`src/rtl/dbg_frame_pkg.sv`:
```
package dbg_frame_pkg;
  localparam logic [7:0] BYTE_START     = 8'h84;
  localparam logic [7:0] BYTE_U16       = 8'h19;
  localparam logic [7:0] BYTE_ACK_ON    = 8'hF5;
  localparam logic [7:0] BYTE_ACK_OFF   = 8'hF4;
  localparam logic [7:0] BYTE_MAP_EMPTY = 8'hA1;
  localparam logic [7:0] BYTE_MAP_BODY  = 8'hA2;
  localparam int         HDR_BYTES      = 9;
  localparam int         FIELD_W        = 16;

  typedef enum logic [3:0] {
    ST_HUNT, ST_LTAG, ST_LHI, ST_LLO, ST_STAG,
    ST_SHI, ST_SLO, ST_FLAG, ST_MAP, ST_BODY
  } parse_st_t;

  typedef struct packed {
    logic lenHi;
    logic lenLo;
    logic seqHi;
    logic seqLo;
    logic flag;
    logic mapOk;
    logic body;
    logic err;
  } ctl_strobe_t;
endpackage

```
`src/rtl/dbg_frame_ctl.sv`:
```
module dbg_frame_ctl
  import dbg_frame_pkg::*;
(
  input  logic        clk,
  input  logic        rst_n,
  input  logic        take,
  input  logic [7:0]  byteIn,
  input  logic        lenShort,
  input  logic        noPayload,
  input  logic        lastBody,
  output ctl_strobe_t strobe
);
  parse_st_t st, nxt;

  always_ff @(posedge clk or negedge rst_n) begin
    if (!rst_n) st <= ST_HUNT;
    else        st <= nxt;
  end

  always_comb begin
    nxt    = st;
    strobe = '0;
    if (take) begin
      case (st)
        ST_HUNT: if (byteIn == BYTE_START) nxt = ST_LTAG;
        ST_LTAG: begin
          if (byteIn == BYTE_U16) nxt = ST_LHI;
          else begin strobe.err = 1'b1; nxt = ST_HUNT; end
        end
        ST_LHI: begin strobe.lenHi = 1'b1; nxt = ST_LLO; end
        ST_LLO: begin
          if (lenShort) begin strobe.err = 1'b1; nxt = ST_HUNT; end
          else begin strobe.lenLo = 1'b1; nxt = ST_STAG; end
        end
        ST_STAG: begin
          if (byteIn == BYTE_U16) nxt = ST_SHI;
          else begin strobe.err = 1'b1; nxt = ST_HUNT; end
        end
        ST_SHI: begin strobe.seqHi = 1'b1; nxt = ST_SLO; end
        ST_SLO: begin strobe.seqLo = 1'b1; nxt = ST_FLAG; end
        ST_FLAG: begin
          if (byteIn == BYTE_ACK_ON || byteIn == BYTE_ACK_OFF) begin
            strobe.flag = 1'b1; nxt = ST_MAP;
          end else begin strobe.err = 1'b1; nxt = ST_HUNT; end
        end
        ST_MAP: begin
          if (byteIn == BYTE_MAP_EMPTY || byteIn == BYTE_MAP_BODY) begin
            strobe.mapOk = 1'b1;
            nxt = noPayload ? ST_HUNT : ST_BODY;
          end else begin strobe.err = 1'b1; nxt = ST_HUNT; end
        end
        ST_BODY: begin
          strobe.body = 1'b1;
          if (lastBody) nxt = ST_HUNT;
        end
        default: nxt = ST_HUNT;
      endcase
    end
  end
endmodule

```
`src/rtl/dbg_frame_dp.sv`:
```
module dbg_frame_dp
  import dbg_frame_pkg::*;
(
  input  logic               clk,
  input  logic               rst_n,
  input  ctl_strobe_t        strobe,
  input  logic [7:0]         byteIn,
  output logic               lenShort,
  output logic               noPayload,
  output logic               lastBody,
  output logic               outValid,
  output logic [7:0]         outData,
  output logic               outFirst,
  output logic               outLast,
  output logic               hdrValid,
  output logic [FIELD_W-1:0] hdrLength,
  output logic [FIELD_W-1:0] hdrSeq,
  output logic               hdrAckReq,
  output logic               hdrHasBody,
  output logic               frameErr,
  output logic               gapPulse,
  output logic [FIELD_W-1:0] gapFirst,
  output logic [FIELD_W-1:0] gapLast,
  output logic               dupPulse
);
  localparam logic [FIELD_W-1:0] HDR_LEN = FIELD_W'(HDR_BYTES);
  localparam logic [FIELD_W-1:0] ONE     = FIELD_W'(1);

  logic [7:0]         lenHiQ, seqHiQ;
  logic [FIELD_W-1:0] lenQ, seqQ, lastSeq, remaining, seqDiff;
  logic               ackQ, haveLast, dropQ, firstPend, isDup, isGap;

  assign lenShort  = {lenHiQ, byteIn} < HDR_LEN;
  assign noPayload = (lenQ == HDR_LEN);
  assign lastBody  = (remaining == ONE);
  assign seqDiff   = seqQ - lastSeq;
  assign isDup     = haveLast && (seqDiff == '0 || seqDiff[FIELD_W-1]);
  assign isGap     = haveLast && !isDup && (seqDiff != ONE);

  always_ff @(posedge clk or negedge rst_n) begin
    if (!rst_n) begin
      lenHiQ <= '0; seqHiQ <= '0; lenQ <= '0; seqQ <= '0;
      lastSeq <= '0; remaining <= '0; ackQ <= 1'b0; haveLast <= 1'b0;
      dropQ <= 1'b0; firstPend <= 1'b0;
      outValid <= 1'b0; outData <= '0; outFirst <= 1'b0; outLast <= 1'b0;
      hdrValid <= 1'b0; hdrLength <= '0; hdrSeq <= '0;
      hdrAckReq <= 1'b0; hdrHasBody <= 1'b0; frameErr <= 1'b0;
      gapPulse <= 1'b0; gapFirst <= '0; gapLast <= '0; dupPulse <= 1'b0;
    end else begin
      outValid <= 1'b0; outFirst <= 1'b0; outLast <= 1'b0;
      hdrValid <= 1'b0; gapPulse <= 1'b0; dupPulse <= 1'b0;
      frameErr <= strobe.err;
      if (strobe.lenHi) lenHiQ <= byteIn;
      if (strobe.lenLo) lenQ   <= {lenHiQ, byteIn};
      if (strobe.seqHi) seqHiQ <= byteIn;
      if (strobe.seqLo) seqQ   <= {seqHiQ, byteIn};
      if (strobe.flag)  ackQ   <= (byteIn == BYTE_ACK_ON);
      if (strobe.mapOk) begin
        remaining <= lenQ - HDR_LEN;
        dropQ     <= isDup;
        firstPend <= 1'b1;
        if (isDup) begin
          dupPulse <= 1'b1;
        end else begin
          lastSeq    <= seqQ;
          haveLast   <= 1'b1;
          hdrValid   <= 1'b1;
          hdrLength  <= lenQ;
          hdrSeq     <= seqQ;
          hdrAckReq  <= ackQ;
          hdrHasBody <= (byteIn == BYTE_MAP_BODY);
          if (isGap) begin
            gapPulse <= 1'b1;
            gapFirst <= lastSeq + ONE;
            gapLast  <= seqQ - ONE;
          end
        end
      end
      if (strobe.body) begin
        remaining <= remaining - ONE;
        firstPend <= 1'b0;
        if (!dropQ) begin
          outValid <= 1'b1;
          outData  <= byteIn;
          outFirst <= firstPend;
          outLast  <= (remaining == ONE);
        end
      end
    end
  end
endmodule

```
`src/rtl/dbg_frame_parser.sv`:
```
module dbg_frame_parser
  import dbg_frame_pkg::*;
(
  input  logic        clk,
  input  logic        rst_n,
  input  logic        inValid,
  input  logic [7:0]  inData,
  output logic        inReady,
  output logic        outValid,
  output logic [7:0]  outData,
  output logic        outFirst,
  output logic        outLast,
  output logic        hdrValid,
  output logic [15:0] hdrLength,
  output logic [15:0] hdrSeq,
  output logic        hdrAckReq,
  output logic        hdrHasBody,
  output logic        frameErr,
  output logic        gapPulse,
  output logic [15:0] gapFirst,
  output logic [15:0] gapLast,
  output logic        dupPulse
);
  ctl_strobe_t strobe;
  logic        lenShort, noPayload, lastBody, readyQ;

  always_ff @(posedge clk or negedge rst_n) begin
    if (!rst_n) readyQ <= 1'b0;
    else        readyQ <= 1'b1;
  end
  assign inReady = readyQ;

  dbg_frame_ctl u_ctl (
    .clk(clk), .rst_n(rst_n), .take(inValid && readyQ), .byteIn(inData),
    .lenShort(lenShort), .noPayload(noPayload), .lastBody(lastBody),
    .strobe(strobe)
  );

  dbg_frame_dp u_dp (
    .clk(clk), .rst_n(rst_n), .strobe(strobe), .byteIn(inData),
    .lenShort(lenShort), .noPayload(noPayload), .lastBody(lastBody),
    .outValid(outValid), .outData(outData), .outFirst(outFirst),
    .outLast(outLast), .hdrValid(hdrValid), .hdrLength(hdrLength),
    .hdrSeq(hdrSeq), .hdrAckReq(hdrAckReq), .hdrHasBody(hdrHasBody),
    .frameErr(frameErr), .gapPulse(gapPulse), .gapFirst(gapFirst),
    .gapLast(gapLast), .dupPulse(dupPulse)
  );
endmodule

```
`config.mk`:
```
export PLATFORM = sky130hd
export DESIGN_NAME = dbg_frame_parser
export DESIGN_NICKNAME = d
export VERILOG_FILES = /design/src/rtl/dbg_frame_pkg.sv /design/src/rtl/dbg_frame_ctl.sv /design/src/rtl/dbg_frame_dp.sv /design/src/rtl/dbg_frame_parser.sv
export SDC_FILE = /design/constraint.sdc
export NUM_CORES = 1
export LEC_CHECK = 0
export ABC_AREA = 1
export BUFFER_PORTS_ARGS = -buffer_cell sky130_fd_sc_hd__buf_2
export CORE_MARGIN = 4
export CORE_UTILIZATION = 45
export CTS_CLUSTER_DIAMETER = 50
export DETAILED_ROUTE_END_ITERATION = 8
export SLEW_MARGIN = 15
export SYNTH_ARGS = -nofsm -noshare
export SYNTH_HDL_FRONTEND = slang
export SYNTH_SLANG_ARGS = --single-unit
```
`constraint.sdc`:
```
create_clock -name clk -period 2.88 [get_ports clk]
set_input_delay 0.144 -clock clk [delete_from_list [all_inputs] [get_ports clk]]
set_output_delay 0.144 -clock clk [all_outputs]
set_load 0.01 [all_outputs]
```
==> results of run 1 <==
## placed cells by master (no fill, tap or decap), types with 4 or more instances in the layout
| master | synthesis | routed |
|---|---|---|
| nand2_1 | 346 | 344 |
| dfrtp_1 | 154 | 153 |
| inv_1 | 133 | 133 |
| o21ai_0 | 107 | 107 |
| nor2_1 | 95 | 94 |
| buf_2 | 8 | 91 |
| nand3_1 | 83 | 83 |
| buf_4 | 0 | 40 |
| xor2_1 | 33 | 33 |
| a21oi_1 | 22 | 22 |
| ha_1 | 21 | 21 |
| nor3_1 | 19 | 19 |
| clkbuf_16 | 0 | 17 |
| nand4_1 | 15 | 15 |
| nor4_1 | 10 | 10 |
| nand2_2 | 6 | 8 |
| mux2_2 | 6 | 6 |
| a31oi_1 | 5 | 5 |
| inv_2 | 4 | 4 |
| o211ai_1 | 4 | 4 |
| xnor2_1 | 4 | 4 |
| clkbuf_8 | 0 | 4 |
| dlygate4sd3_1 | 0 | 4 |
| buf_6 | 5 | 4 |
| buf_12 | 0 | 4 |
## final cells by class
type	count	share of cell area, %
Timing Repair Buffer	143	8.975
Clock buffer	22	4.719
Multi-Input combinational cell	813	39.71
Clock inverter	10	1.122
Tap cell	234	2.853
Sequential cell	154	37.57
Inverter	138	5.048
## state kept, by name, indices dropped and copies added (netlist names), 16 cells and up
name	cells
u_dp.gapFirst	16
u_dp.remaining	16
u_dp.gapLast	16
u_dp.hdrSeq	16
u_dp.hdrLength	16
u_dp.lenQ	16
u_dp.seqQ	16
## final timing paths
kind,slack (ps),endpoint,cells after the start,from
worst max register to register,210,u_dp.gapFirst[15],16,u_dp.seqQ[7]
worst min-delay path,20,u_dp.lenQ[3],3,inData[3]
max in group asynchronous,1840,u_dp.gapLast[6],3,rst_n
worst max-delay path,210,u_dp.gapFirst[15],16,u_dp.seqQ[7]
min in group asynchronous,270,u_dp.gapFirst[0],2,rst_n
worst min register to register,470,u_dp.hdrLength[7],2,u_dp.hdrLength[7]
## what timing repair did
action | 4_1_cts | 5_1_grt
hold buffers | 4 | 0
endpoints found under the hold margin | 64 | 0
endpoints found under the setup margin | 0 | 69
resized for setup | 0 | 11
setup buffers | 0 | 8
## cells by family (layout without fill, tap and decap cells)
kind of cell / Yosys count / in the layout / share of synthesized area, %
xor+xnor: 37 / 37 / 3.787
fa+ha+maj: 22 / 22 / 3.305
simple gates: 592 / 595 / 29.48
flops: 154 / 154 / 45.04
mux: 6 / 6 / 0.7895
compound gates: 152 / 152 / 9.504
buf+inv: 168 / 313 / 8.057
other cells: 1 / 1 / 0.04382
## tightest hold or removal path: stages
cell     delay, ps
buf_2          140
nand2_1         60
o21ai_0         60
## layer usage
| layer | track usage [%] | routed length [microns] | share of wire (%) | up-vias |
|---|---|---|---|---|
| met4 | 7.170 | 656 | 2.7 | 0 |
| met5 | 0 | 0 | 0 | - |
| met3 | 3.924 | 1011 | 4.2 | 45 |
| met2 | 37.87 | 11520 | 48 | 208 |
| met1 | 29.50 | 10820 | 45 | 3644 |
| li1 | - | - | - | 3909 |
## where the power goes
group          leakage (nW)  internal, mW  total (mW)  switching [mW]
sequential             2.01          2.58        2.97           0.390
combinational          3.36          1.19        3.32            2.13
clock                 0.289          1.37        2.26           0.896
## per-stage QoR
stage                     hold slack, ps  instances  area [sq um]
after floorplan                   -151.6       1132          8557
after global placement             169.3       1467          9450
after detailed placement           166.0       1467          9450
after CTS                         0.3733       1503         10090
after global routing               7.401       1514         10260
final                              21.56       1514         10260
==> impl_metrics.py, run 1 <==
metrics = {
    "outcome": {
        "outcome": "finished, final reports clean",
    },
    "placement": {
        "io_buffers": 92,
        "pre_cts_slack_ps": 32.03,
        "globalplace.congestion": 0.9056,
        "dp_hpwl_microns": 17660,
    },
    "floorplanning": {
        "die_area_sq_um": 21290,
        "die_x_microns": 145.9,
        "die_h_microns": 145.9,
        "core_area_sq_um": 18710,
        "pin_count": 93,
        "rows": 50,
        "start_util_pct": 45.75,
    },
    "synthesis": {
        "yosys-top-cells-area": "dfrtp_1 (45%), nand2_1 (15%), o21ai_0 (6.3%)",
        "yosysWarnings": 0,
        "synth_top_cell_by_area": "dfrtp_1",
        "synth_cell_types": 46,
        "avgSynthCellArea_sq_um": 7.559,
        "syn_area_sq_um": 8557,
        "synth-seq-cells": 154,
        "synthCells": 1132,
        "mappedNetlistNets": 1165,
        "synth.most_common_cell": "nand2_1",
        "netlist.area_leader.share_pct": 45.04,
        "yosys-top-cells-count": "nand2_1 (346), dfrtp_1 (154), inv_1 (133)",
        "ys_seq_area_share_pct": 45.04,
        "synth-edff-count": 0,
        "ys.flop_type": "dfrtp_1",
        "async_flop_share_pct": 100.0,
    },
    "finish": {
        "multi_input_area_sq_um": 4075,
        "drive_above_1_share_pct": 15.94,
        "num_antenna_cells": 0,
        "utilization_pct": 54.86,
        "area_delta_synth_final_pct": 19.92,
        "fill_cells": 1850,
        "regArea_sq_um": 3855,
        "fin_nets": 1300,
    },
    "routing": {
        "antenna_left": 0,
        "vias": 7806,
        "routed_wl_microns": 24020,
        "vias_per_cell": 5.156,
        "drt-pass1-iter-count": 8,
        "wl_per_cell_microns": 15.86,
        "drt-initial-drc-count": 533,
        "drc": 0,
    },
    "sta": {
        "finalSetupTns_ps": 0,
        "slew_headroom_pct": 59.71,
        "setup-violations-final": 0,
        "worst_slew_pin_slew_ps": 602.8,
        "hold_viol_final": 0,
        "period_share_pct": 92.88,
        "min_period_ps": 2675,
        "fmax_mhz": 373.8,
        "slew_violations": 0,
        "fin_ws_ps": 205.1,
        "fin_skew_ps": 11.35,
    },
    "clocking": {
        "cts_tree": "built",
        "clockBufferDepth": 2,
        "cts_root_buffer": "clkbuf_16",
        "clkTransAtPathRegs_ps": 60,
        "clkSinkCount": 154,
        "cts_buffers": 17,
        "cts_max_level": 4,
        "insertion_delay_ps": 420,
    },
    "global_route": {
        "grt_pass1_vias": 7437,
        "antenna_found_initial": 0,
        "overflow": 0,
        "grt_pass1_wl_microns": 38470,
        "grt_max_degree": 65,
        "grt_use_total_pct": 22.45,
    },
    "worst_setup_path": {
        "crit_type": "flop to flop",
        "crit_slowest_cell": "dfrtp_1",
        "critPathBufInv": 2,
        "required_ps": 3190,
        "path_cells": "ha_1 > nand2_1 > nor2_1 > nand3_1 > nand3_1 > nor2_1 > nor2_1 > nand2_1 > nor2_2 > nand3_2 > nand2_4 > buf_4 > nor2_4 > buf_12 > nor2_1 > nor2_1",
        "max_stage_delay_ps": 490,
        "endpoint_kind": "flop",
        "path_max_fanout": 16,
        "crit_top_cell": "nor2_1",
        "arrival_ps": 2980,
        "crit_path_start_kind": "flop",
        "crit_family": "simple AND/OR/NAND/NOR gates",
    },
    "power_and_ir_drop": {
        "power_density_nw_per_um2": 833.5,
        "irDropWorstVdd_v": 0.0004630,
        "p_leak_nw": 5.658,
        "total_power_mw": 8.552,
    },
    "flow_run": {
        "maxCapViolations": 0,
    },
    "min_path": {
        "hp-class": "primary input to flop",
    },
}
Power figures use the tool's default switching activity.
==> inputs of run 2 (changes only) <==
==> constraint.sdc (replaced) <==
create_clock -name clk -period 3.1 [get_ports clk]
set_input_delay 0.155 -clock clk [delete_from_list [all_inputs] [get_ports clk]]
set_output_delay 0.155 -clock clk [all_outputs]
set_load 0.01 [all_outputs]
==> impl_metrics.py, run 2 (synthesis gave the netlist of run 1 again) <==
metrics = {
    "clocking": {
        "cts_tree": "built",
        "clkTransAtPathRegs_ps": 70,
        "cts_root_buffer": "clkbuf_16",
        "insertion_delay_ps": 440,
        "clockBufferDepth": 2,
        "cts_max_level": 4,
        "clkSinkCount": 154,
        "cts_buffers": 17,
    },
    "routing": {
        "routed_wl_microns": 24210,
        "vias_per_cell": 5.173,
        "antenna_left": 0,
        "drc": 0,
        "drt-pass1-iter-count": 5,
        "wl_per_cell_microns": 16.09,
        "drt-initial-drc-count": 488,
        "vias": 7780,
    },
    "finish": {
        "multi_input_area_sq_um": 4036,
        "fin_nets": 1290,
        "mostFrequentLayoutCells": "nand2_1 (345), dfrtp_1 (154), inv_1 (133), o21ai_0 (107), nor2_1 (95)",
        "drive_above_1_share_pct": 15.20,
        "fill_cells": 1850,
        "regArea_sq_um": 3854,
        "area_delta_synth_final_pct": 18.95,
        "final_common_cell": "nand2_1",
        "num_antenna_cells": 0,
        "final_cells": 1504,
    },
    "worst_setup_path": {
        "r2r_setup_slack_ps": 250,
        "crit_type": "flop to flop",
        "reg2reg_to": "u_dp.hdrSeq[3]",
        "crit_family": "simple AND/OR/NAND/NOR gates",
        "critPathBufInv": 3,
        "reg2reg_depth": 18,
        "crit_slowest_cell": "fa_1",
        "reg2reg_from": "u_dp.seqQ[0]",
        "worstSetupStartpoint": "u_dp.seqQ[0]",
        "path_depth": 18,
        "crit_top_cell": "nand2_1",
        "required_ps": 3420,
        "path_max_fanout": 15,
        "arrival_ps": 3170,
        "path_cells": "inv_1 > ha_1 > fa_1 > inv_1 > nand3_1 > nand2_1 > nand2_1 > nand3_1 > nand2_1 > nor2_1 > nand2_1 > nor2_1 > nand3_2 > nand2_4 > nand2_8 > buf_4 > nand3_1 > nand2_1",
        "max_stage_delay_ps": 400,
        "endpoint_kind": "flop",
        "crit_path_start_kind": "flop",
    },
    "power_and_ir_drop": {
        "p_comb_share_pct": 37.6,
        "internal_power_mw": 4.827,
        "power_density_nw_per_um2": 786.9,
        "pwr-share-clk_pct": 28.0,
        "p_leak_nw": 5.630,
        "p_sw_share_pct": 39.73,
        "irDropWorstVdd_v": 0.0004925,
        "switching_power_mw": 3.182,
        "seqPwrFrac_pct": 34.3,
    },
    "flow_run": {
        "maxCapViolations": 0,
    },
    "sta": {
        "fin_skew_ps": 15.83,
        "fmax_mhz": 350.7,
        "setup-violations-final": 0,
        "fin_ws_ps": 249.0,
        "finalSetupTns_ps": 0,
        "hold_viol_final": 0,
        "period_share_pct": 91.97,
        "min_period_ps": 2851,
        "worst_slew_pin_slew_ps": 877.9,
        "slew_violations": 0,
        "slew_headroom_pct": 41.33,
    },
    "min_path": {
        "worstHoldEndpoint": "u_dp.lenQ[1]",
        "hp-class": "primary input to flop",
        "min-delay-start": "inData[1]",
        "holdPathStages": 3,
    },
    "placement": {
        "io_buffers": 92,
        "dp_hpwl_microns": 18190,
        "placed_cells_incl_taps": 1467,
        "pre_cts_slack_ps": 140.2,
        "globalplace.congestion": 0.9481,
    },
    "floorplanning": {
        "rows": 50,
        "die_h_microns": 145.9,
        "start_util_pct": 45.75,
        "die_x_microns": 145.9,
        "pin_count": 93,
        "core_area_sq_um": 18710,
        "die_area_sq_um": 21290,
    },
    "outcome": {
        "outcome": "finished, final reports clean",
    },
    "global_route": {
        "grt_use_total_pct": 22.60,
        "grt_pass1_wl_microns": 38780,
        "antenna_found_initial": 0,
        "grt_pass1_vias": 7420,
        "grt_max_degree": 77,
        "overflow": 0,
    },
}
-- run 2: worst register-to-register path, delay by kind of cell (launching register included) --
family / cells / cell delay [ps]
buffers and inverters: 3 / 450
and+or+nand+nor: 13 / 1250
adders and majority gates: 2 / 630
DFF: 1 / 380
-- run 2: how the worst max path moves through the flow --
stage / endpoint / slack [ps]
floorplan: u_dp.hdrSeq[1] / 600
global placement: u_dp.gapLast[10] / 230
detailed placement: u_dp.gapLast[8] / 140
CTS: u_dp.gapLast[8] / 130
global route: u_dp.hdrSeq[10] / -1
finish: u_dp.hdrSeq[3] / 250
-- run 2: area by class of cell --
class | count | area share [%]
Clock inverter | 14 | 1.918
Multi-Input combinational cell | 811 | 39.66
Timing Repair Buffer | 135 | 8.285
Tap cell | 234 | 2.876
Sequential cell | 154 | 37.86
Clock buffer | 18 | 4.315
Inverter | 138 | 5.089
-- run 2: per-stage QoR --
step / util [%] / instance area (sq um) / power [mW] / hold WS [ps]
floorplan: - / 8557 / 4.809 / -140.6
global placement: 50.52 / 9450 / 5.717 / 235.6
detailed placement: 50.52 / 9450 / 5.723 / 231.7
CTS: 54.02 / 10100 / 7.977 / 2.516
global route: 54.41 / 10180 / 8.611 / 8.632
finish: 54.41 / 10180 / 8.009 / 11.60
-- run 2: routing by layer --
layer	GRT usage [%]	vias up	wire, microns
li1	-	3881	-
met1	30.41	3676	11020
met2	37.12	183	11620
met3	4.267	40	931
met4	7.075	0	638
met5	0	-	0
-- run 2: power by group through the flow --
stage	combinational (mW)	clock [mW]	sequential (mW)
3_5_place_dp	2.95	0	2.78
3_3_place_gp	2.94	0	2.78
4_1_cts	2.96	2.27	2.75
2_1_floorplan	2.10	0	2.71
6_report	3.01	2.25	2.75
5_1_grt	3.45	2.36	2.80
-- run 2: timing repair --
action	CTS	global route
endpoints found under the setup margin	0	47
hold buffers	2	0
hold endpoints to repair	73	0
buffers inserted	0	2
gates resized for setup	0	6
